==> src/rtl/regport_pkg.sv <==
`timescale 1ns/1ps
package regport_pkg;

    localparam int unsigned RP_ADDR_W     = 16;
    localparam int unsigned RP_DATA_W     = 32;
    localparam int unsigned RP_REQ_FLAT_W = RP_ADDR_W + RP_DATA_W + 2;
    localparam int unsigned RP_RSP_FLAT_W = RP_DATA_W + 2;

    typedef struct packed {
        logic [RP_ADDR_W-1:0] addr;
        logic [RP_DATA_W-1:0] wdata;
        logic                 rd;
        logic                 wr;
    } rp_req_t;

    typedef struct packed {
        logic [RP_DATA_W-1:0] rdata;
        logic                 valid;
        logic                 ready;
    } rp_rsp_t;

    // Flat request: wr at bit 0, rd at bit 1, data above, address on top
    function automatic rp_req_t req_from_flat(input logic [RP_REQ_FLAT_W-1:0] v);
        rp_req_t r;
        r.wr    = v[0];
        r.rd    = v[1];
        r.wdata = v[2 +: RP_DATA_W];
        r.addr  = v[2 + RP_DATA_W +: RP_ADDR_W];
        return r;
    endfunction

    function automatic logic [RP_REQ_FLAT_W-1:0] req_to_flat(input rp_req_t r);
        logic [RP_REQ_FLAT_W-1:0] v;
        v[0]                        = r.wr;
        v[1]                        = r.rd;
        v[2 +: RP_DATA_W]           = r.wdata;
        v[2 + RP_DATA_W +: RP_ADDR_W] = r.addr;
        return v;
    endfunction

    // Flat response: ready at bit 0, valid at bit 1, data above
    function automatic logic [RP_RSP_FLAT_W-1:0] rsp_to_flat(input rp_rsp_t s);
        logic [RP_RSP_FLAT_W-1:0] v;
        v[0]              = s.ready;
        v[1]              = s.valid;
        v[2 +: RP_DATA_W] = s.rdata;
        return v;
    endfunction

    function automatic rp_rsp_t rsp_from_flat(input logic [RP_RSP_FLAT_W-1:0] v);
        rp_rsp_t s;
        s.ready = v[0];
        s.valid = v[1];
        s.rdata = v[2 +: RP_DATA_W];
        return s;
    endfunction

endpackage

==> src/rtl/rp_flat_io.sv <==
`timescale 1ns/1ps
module rp_flat_io
    import regport_pkg::*;
(
    input  logic                     clk,
    input  logic                     rst_n,
    input  logic [RP_REQ_FLAT_W-1:0] req_flat_i,
    output rp_req_t                  req_o,
    input  rp_rsp_t                  rsp_i,
    output logic [RP_RSP_FLAT_W-1:0] rsp_flat_o
);

    rp_req_t                  req_d;
    logic [RP_RSP_FLAT_W-1:0] rsp_flat_d;

    always_comb begin
        req_d      = req_from_flat(req_flat_i);
        rsp_flat_d = rsp_to_flat(rsp_i);
    end

    assign req_o      = req_d;
    assign rsp_flat_o = rsp_flat_d;

    AST_RD_PULSE: assert property (@(posedge clk) disable iff (!rst_n)
        req_o.rd |=> !req_o.rd);
    AST_WR_PULSE: assert property (@(posedge clk) disable iff (!rst_n)
        req_o.wr |=> !req_o.wr);

endmodule

==> src/rtl/rp_window_gate.sv <==
`timescale 1ns/1ps
module rp_window_gate
    import regport_pkg::*;
#(
    parameter logic [RP_ADDR_W-1:0] BASE = '0,
    parameter logic [RP_ADDR_W-1:0] SPAN = 16'h0010
) (
    input  logic    clk,
    input  logic    rst_n,
    input  rp_req_t req_i,
    output rp_req_t req_o
);

    // Exclusive upper bound, one bit wider so a window ending at the top of
    // the address space does not wrap
    localparam logic [RP_ADDR_W:0] LIMIT = {1'b0, BASE} + {1'b0, SPAN};

    rp_req_t gate_d;
    logic    lo_ok;
    logic    hi_ok;
    logic    hit;

    always_comb begin
        lo_ok        = (req_i.addr >= BASE);
        hi_ok        = ({1'b0, req_i.addr} < LIMIT);
        hit          = lo_ok && hi_ok;
        gate_d.addr  = req_i.addr - BASE;
        gate_d.wdata = req_i.wdata;
        gate_d.rd    = req_i.rd && hit;
        gate_d.wr    = req_i.wr && hit;
    end

    assign req_o = gate_d;

    AST_STROBE_LOCAL: assert property (@(posedge clk) disable iff (!rst_n)
        (req_o.rd || req_o.wr) |-> ({1'b0, req_o.addr} < {1'b0, SPAN}));
    AST_RD_SOURCE: assert property (@(posedge clk) disable iff (!rst_n)
        req_o.rd |-> req_i.rd);
    AST_WR_SOURCE: assert property (@(posedge clk) disable iff (!rst_n)
        req_o.wr |-> req_i.wr);

endmodule

==> src/rtl/rp_resp_merge.sv <==
`timescale 1ns/1ps
module rp_resp_merge
    import regport_pkg::*;
#(
    parameter int unsigned NUM_TGT = 3
) (
    input  logic                           clk,
    input  logic                           rst_n,
    input  logic [NUM_TGT*RP_DATA_W-1:0]   rdata_i,
    input  logic [NUM_TGT-1:0]             valid_i,
    input  logic [NUM_TGT-1:0]             ready_i,
    output rp_rsp_t                        rsp_o
);

    rp_rsp_t merge_d;

    always_comb begin
        merge_d.rdata = '0;
        merge_d.valid = 1'b0;
        merge_d.ready = 1'b1;
        for (int i = 0; i < NUM_TGT; i++) begin
            merge_d.rdata = merge_d.rdata | rdata_i[i*RP_DATA_W +: RP_DATA_W];
            merge_d.valid = merge_d.valid | valid_i[i];
            merge_d.ready = merge_d.ready & ready_i[i];
        end
    end

    assign rsp_o = merge_d;

    AST_VALID_PULSE: assert property (@(posedge clk) disable iff (!rst_n)
        rsp_o.valid |=> !rsp_o.valid);

endmodule

==> src/rtl/regport_window_xbar.sv <==
`timescale 1ns/1ps
module regport_window_xbar
    import regport_pkg::*;
#(
    parameter int unsigned                   NUM_TGT  = 3,
    parameter logic [NUM_TGT*RP_ADDR_W-1:0]  TGT_BASE = {16'h0040, 16'h0010, 16'h0000},
    parameter logic [NUM_TGT*RP_ADDR_W-1:0]  TGT_SPAN = {16'h0008, 16'h0020, 16'h0010}
) (
    input  logic                           clk,
    input  logic                           rst_n,
    input  logic [RP_REQ_FLAT_W-1:0]       req_flat_i,
    output logic [RP_RSP_FLAT_W-1:0]       rsp_flat_o,
    output logic [NUM_TGT*RP_ADDR_W-1:0]   tgt_addr_o,
    output logic [NUM_TGT*RP_DATA_W-1:0]   tgt_wdata_o,
    output logic [NUM_TGT-1:0]             tgt_rd_o,
    output logic [NUM_TGT-1:0]             tgt_wr_o,
    input  logic [NUM_TGT*RP_DATA_W-1:0]   tgt_rdata_i,
    input  logic [NUM_TGT-1:0]             tgt_rvalid_i,
    input  logic [NUM_TGT-1:0]             tgt_ready_i
);

    rp_req_t req_q_in;
    rp_rsp_t rsp_merged;
    rp_req_t gated [NUM_TGT];

    rp_flat_io u_flat (
        .clk        (clk),
        .rst_n      (rst_n),
        .req_flat_i (req_flat_i),
        .req_o      (req_q_in),
        .rsp_i      (rsp_merged),
        .rsp_flat_o (rsp_flat_o)
    );

    for (genvar g = 0; g < NUM_TGT; g++) begin : g_tgt
        rp_window_gate #(
            .BASE (TGT_BASE[g*RP_ADDR_W +: RP_ADDR_W]),
            .SPAN (TGT_SPAN[g*RP_ADDR_W +: RP_ADDR_W])
        ) u_gate (
            .clk   (clk),
            .rst_n (rst_n),
            .req_i (req_q_in),
            .req_o (gated[g])
        );
        assign tgt_addr_o[g*RP_ADDR_W +: RP_ADDR_W]  = gated[g].addr;
        assign tgt_wdata_o[g*RP_DATA_W +: RP_DATA_W] = gated[g].wdata;
        assign tgt_rd_o[g]                           = gated[g].rd;
        assign tgt_wr_o[g]                           = gated[g].wr;
    end

    rp_resp_merge #(
        .NUM_TGT (NUM_TGT)
    ) u_merge (
        .clk     (clk),
        .rst_n   (rst_n),
        .rdata_i (tgt_rdata_i),
        .valid_i (tgt_rvalid_i),
        .ready_i (tgt_ready_i),
        .rsp_o   (rsp_merged)
    );

    AST_ONE_TARGET: assert property (@(posedge clk) disable iff (!rst_n)
        $onehot0(tgt_rd_o) && $onehot0(tgt_wr_o));
    AST_NO_RD_WITHOUT_REQ: assert property (@(posedge clk) disable iff (!rst_n)
        !req_flat_i[1] |-> (tgt_rd_o == '0));
    AST_NO_WR_WITHOUT_REQ: assert property (@(posedge clk) disable iff (!rst_n)
        !req_flat_i[0] |-> (tgt_wr_o == '0));

endmodule

==> config.mk <==
export PLATFORM = sky130hd
export DESIGN_NAME = regport_window_xbar
export DESIGN_NICKNAME = d
export VERILOG_FILES = /design/src/rtl/regport_pkg.sv /design/src/rtl/rp_flat_io.sv /design/src/rtl/rp_window_gate.sv /design/src/rtl/rp_resp_merge.sv /design/src/rtl/regport_window_xbar.sv
export SDC_FILE = /design/constraint.sdc
export NUM_CORES = 1
export LEC_CHECK = 0
export ABC_AREA = 1
export BUFFER_PORTS_ARGS = -buffer_cell sky130_fd_sc_hd__buf_2
export CORE_AREA = 2 2 130 132
export DETAILED_ROUTE_END_ITERATION = 10
export DIE_AREA = 0 0 132 134
export PLACE_DENSITY_LB_ADDON = 0.2
export REMOVE_ABC_BUFFERS = 1
export SLEW_MARGIN = 20
export SYNTH_ARGS = -nofsm -noshare
export SYNTH_HDL_FRONTEND = slang
export SYNTH_SLANG_ARGS = --single-unit
export TNS_END_PERCENT = 50
==> constraint.sdc <==
create_clock -name vclk -period 1.3
set_clock_uncertainty 0.15 [all_clocks]
set_input_delay 0.065 -clock vclk [all_inputs]
set_output_delay 0.065 -clock vclk [all_outputs]
set_load 0.05 [all_outputs]
* Word level (Yosys, flattened, before mapping)
Cells that the tools add are included.
** Storage, ports and cells
- Bits of input ports :: 154
- Word-level logic and storage cells :: 23
- Bits in registers :: 0
** Cells by class
- Add/subtract/negate cells :: 2
- Magnitude comparators :: 6
- Reductions and logical operators :: 9
- Bitwise gates (word level) :: 6
** Operator list (count)
- 32-bit bitwise OR :: 2
- 16-bit by 1-bit >= comparator with 1-bit output (second input constant) :: 1
- 16-bit by 5-bit >= comparator with 1-bit output (second input constant) :: 1
- 16-bit by 7-bit >= comparator with 1-bit output (second input constant) :: 1
- 16-bit by 5-bit less-than comparator with 1-bit output (second input constant) :: 1
- 16-bit by 6-bit less-than comparator with 1-bit output (second input constant) :: 1
- 16-bit by 7-bit less-than comparator with 1-bit output (second input constant) :: 1
- 16-bit by 5-bit subtractor with 16-bit output (second input constant) :: 1
- 16-bit by 7-bit subtractor with 16-bit output (second input constant) :: 1
- 1-bit logical AND :: 9
- 1-bit bitwise AND :: 2
- 1-bit bitwise OR :: 2

* Logic depth before layout (Yosys ltp)
- Depth after elaboration :: 3
- Depth in mapped cells :: 8
- Mapped depth without buffers :: 8

* Modules after synthesis
From an unflattened synthesis, not the netlist that was laid out.
** Unflattened totals
- Cells, all modules :: 442
- Area, all modules :: 2613.8 µm²
** By module, submodules not included
- rp_flat_io :: times used 1, sequential area each 0.0 µm², area an instance 630.6 µm², cells each 84
- rp_window_gate (g_tgt[1].u_gate) :: times used 1, sequential area each 0.0 µm², area an instance 610.6 µm², cells each 98
- rp_window_gate (g_tgt[2].u_gate) :: times used 1, sequential area each 0.0 µm², area an instance 568.0 µm², cells each 95
- rp_window_gate (g_tgt[0].u_gate) :: times used 1, sequential area each 0.0 µm², area an instance 419.2 µm², cells each 63
- rp_resp_merge :: times used 1, sequential area each 0.0 µm², area an instance 385.4 µm², cells each 102

* Worst setup path after synthesis
OpenSTA, ideal clock, no wires.
- Path type :: in2out
- Start :: input req_flat_i[38]
- End :: output tgt_rd_o[0]
- Buffers on the path :: 1
- Stages on the path :: 7
- Setup slack :: -1.028 ns
- Arrival time :: 2.113 ns
- Required time :: 1.085 ns
- Cell sequence :: inv_1 ha_1 clkbuf_2 nand2_1 nor2_4 inv_2 nor3_1
** Between the ends
- Cells in the longest elaborated chain, start to end :: 3
- Elaborated cells on any way between the ends :: 4
- Those cells by class :: order compare (2); reduce/logical (2)
** Ends and longest elaborated chain
- start: declaration :: line regport_window_xbar.sv:11 : input logic [RP_REQ_FLAT_W-1:0] req_flat_i,
- 16-bit by 1-bit >= comparator with 1-bit output or 16-bit by 5-bit less-than comparator with 1-bit output (tied branches) :: line rp_window_gate.sv:24, rp_window_gate.sv:25
- 1-bit logical AND * :: line rp_window_gate.sv:26 : hit = lo_ok && hi_ok;
- 1-bit logical AND * :: line rp_window_gate.sv:29 : gate_d.rd = req_i.rd && hit;
- end: declaration :: line regport_window_xbar.sv:15 : output logic [NUM_TGT-1:0] tgt_rd_o,
Every way passes the cells marked *; elsewhere a longest branch is shown, timed or not.

* Final worst setup path
- Start :: input req_flat_i[39]
- End :: output tgt_rd_o[2]
** Between the ends
- Cells in the longest elaborated chain, start to end :: 3
- Elaborated cells on any way between the ends :: 4
- Those cells by class :: order compare (2); reduce/logical (2)
** Ends and longest elaborated chain (line)
- 16-bit by 7-bit >= comparator with 1-bit output or 16-bit by 7-bit less-than comparator with 1-bit output (tied branches) :: rp_window_gate.sv:24, rp_window_gate.sv:25
- 1-bit logical AND * :: rp_window_gate.sv:26
- 1-bit logical AND * :: rp_window_gate.sv:29
Marks and branches as above.

==> out/results.txt <==
Netlist cell types -> 21
area of the core -> 16300 sq um
Final Max Tran Viols -> 0
Detail Placement HPWL -> 10600 microns
Die Ht -> 134 microns
combined area of the multi-input logic cells -> 1020 sq um
Mapped Avg Cell Area -> 6.42 sq um
final setup vio count -> 0
unrepaired setup endpoints after global routing -> true
Cell Pwr Density -> 583 nW/um^2
Mapped Area -> 1720 sq um
Die ar. -> 17700 sq um
finished layout cell area -> 3580 sq um
peak supply drop -> 0.000298 V
Initial Util -> 10.5%
fillcell total -> 1826
GPL Wtd Cong -> 0.754
Critical Path RT -> 1.09 ns
DR vias -> 2181
Fin. Hold Viols -> 2
Fmax achieved -> 769 MHz
Synth Instances -> 267
Hold WS -> -0.00866 ns
DP Area -> 2480 sq um
Post-DRT Antenna Nets -> 0
initial antenna violation count -> 1
Hold Path Class -> input pin to output pin
Hold Startpoint -> req_flat_i[32]
routed wire length -> 11900 microns
WS Path Type -> input pin to output pin
time the worst path needs with I/O delays and setup -> 1.30 ns
Rows -> 47
first-pass GRT wire length -> 15400 microns
Worst-Margin Slew -> 0.565 ns
I/O Buffers -> 208
drc violations -> 0
failing checks -> negative hold slack
Remaining Overflow, GRT -> 0
Post-Place Setup Slack -> -0.298 ns
Ys Warns -> 0
status -> finished with violations
CP Launch Type -> input pin
Die Span X -> 132 microns
crit share post-route -> 100%
Total GRT Usage -> 12.3%
register area -> 0 sq um
number of global-route vias before repair -> 2025
flip-flop and latch count -> 0
starting DRC count in detailed routing -> 41
MaxCap Viol Count -> 0
most common cell after layout, fill and taps aside -> buf_2
Lkg Pwr -> 0.00172 uW
fraction of layout cells with a size suffix above 1 -> 80.5%
Ports -> 338
Final Worst Setup Slack -> 0.000235 ns
area grow syn2layout -> 109%
# nets final -> 577
post-synthesis sequential area ratio -> 0%
vias per cell -> 3.43
largest net degree at the start of global routing -> 7
endpoint type of the worst setup path -> output pin
clock buffer count -> 0
slew margin rel. -> 62.2%
worst-path fanout max -> 4
worst setup path startpoint -> req_flat_i[39]
cts-stage hold buffer count -> 32
commonest non-fill, non-tap cells in the layout -> 183 x buf_2, 43 x buf_12, 33 x or3_1
average wire per standard cell -> 18.7 microns
worst path arrival time -> 1.08 ns
drt pass-1 iters -> 4
==> where the power goes <==
group / leakage, uW / internal [uW] / switching [uW]
Sequential: 0 / 0 / 0
Clock: 0.00000000634 / 0.000114 / 0
Combinational: 0.00172 / 640 / 1450
Total: 0.00172 / 640 / 1450
==> cell usage after synthesis, types with 2 or more instances <==
master   number  area (sq um)
nor2_4        2          22.5
o21ai_0       2          10.0
o21ai_1       3          15.0
nand2_1      27           101
ha_1          6          75.1
buf_4       122           916
or3_1        33           206
nand3_1      10          50.1
xor2_1        9          78.8
nor2_2        5          31.3
nand2_2       3          18.8
inv_1        19          71.3
nor2_1       16          60.1
nor3_1        2          10.0
inv_2         2          7.51
==> layout make-up <==
class,instances,share of cell area [%]
Antenna cell,1,0.0698
Inverter,21,2.62
Multi-Input combinational cell,123,28.6
Tap cell,220,7.68
Timing Repair Buffer,271,61.0
==> critical path, cell delays in order <==
cell and delay (ns):
buf_6 0.10, inv_4 0.07, ha_4 0.16, nand2_2 0.07, a21oi_4 0.19, nand3_4 0.12
nor2_2 0.13, buf_6 0.16
==> per-stage QoR <==
| step | total power (uW) | TNS (ns) | std cells | util (%) |
|---|---|---|---|---|
| detailed placement | 1100 | -3.37 | 597 | 15.2 |
| floorplan | 445 | -8.56 | 144 | - |
| global placement | 1090 | -3.17 | 597 | 15.2 |
| finish | 2090 | 0 | 636 | 22.0 |
| global route | 2160 | -0.554 | 636 | 22.0 |
| CTS | 2060 | -0.0191 | 633 | 20.8 |
==> layer usage <==
layer	vias to the layer above	GRT usage (%)	share of wire, %
met5	-	0	0
li1	1023	-	-
met4	0	2.72	3.8
met1	975	13.9	36
met3	8	6.54	15
met2	175	20.3	45
==> path summary, 6_finish.rpt <==
| kind | end | slack (ns) | depth (start not counted) |
|---|---|---|---|
| setup / recovery | tgt_rd_o[2] | 0.0002 | 8 |
| hold / removal | tgt_wdata_o[62] | -0.009 | 0 |
==> timing repair <==
item,4_1_cts,5_1_grt
hold endpoints to repair,94,2
buffers inserted,4,2
gates resized for setup,68,46
endpoints found under the setup margin,21,19
pin swaps,19,24
==> logic make-up after synthesis <==
kind of cell / share of synthesized area [%]
buffers and inverters: 58.3
AO/OA/AOI/OAI: 1.75
adder cells (fa/ha/maj): 4.38
XOR/XNOR: 5.11
AND/OR/NAND/NOR: 30.5
No activity file was read; power rests on OpenSTA's default activity.
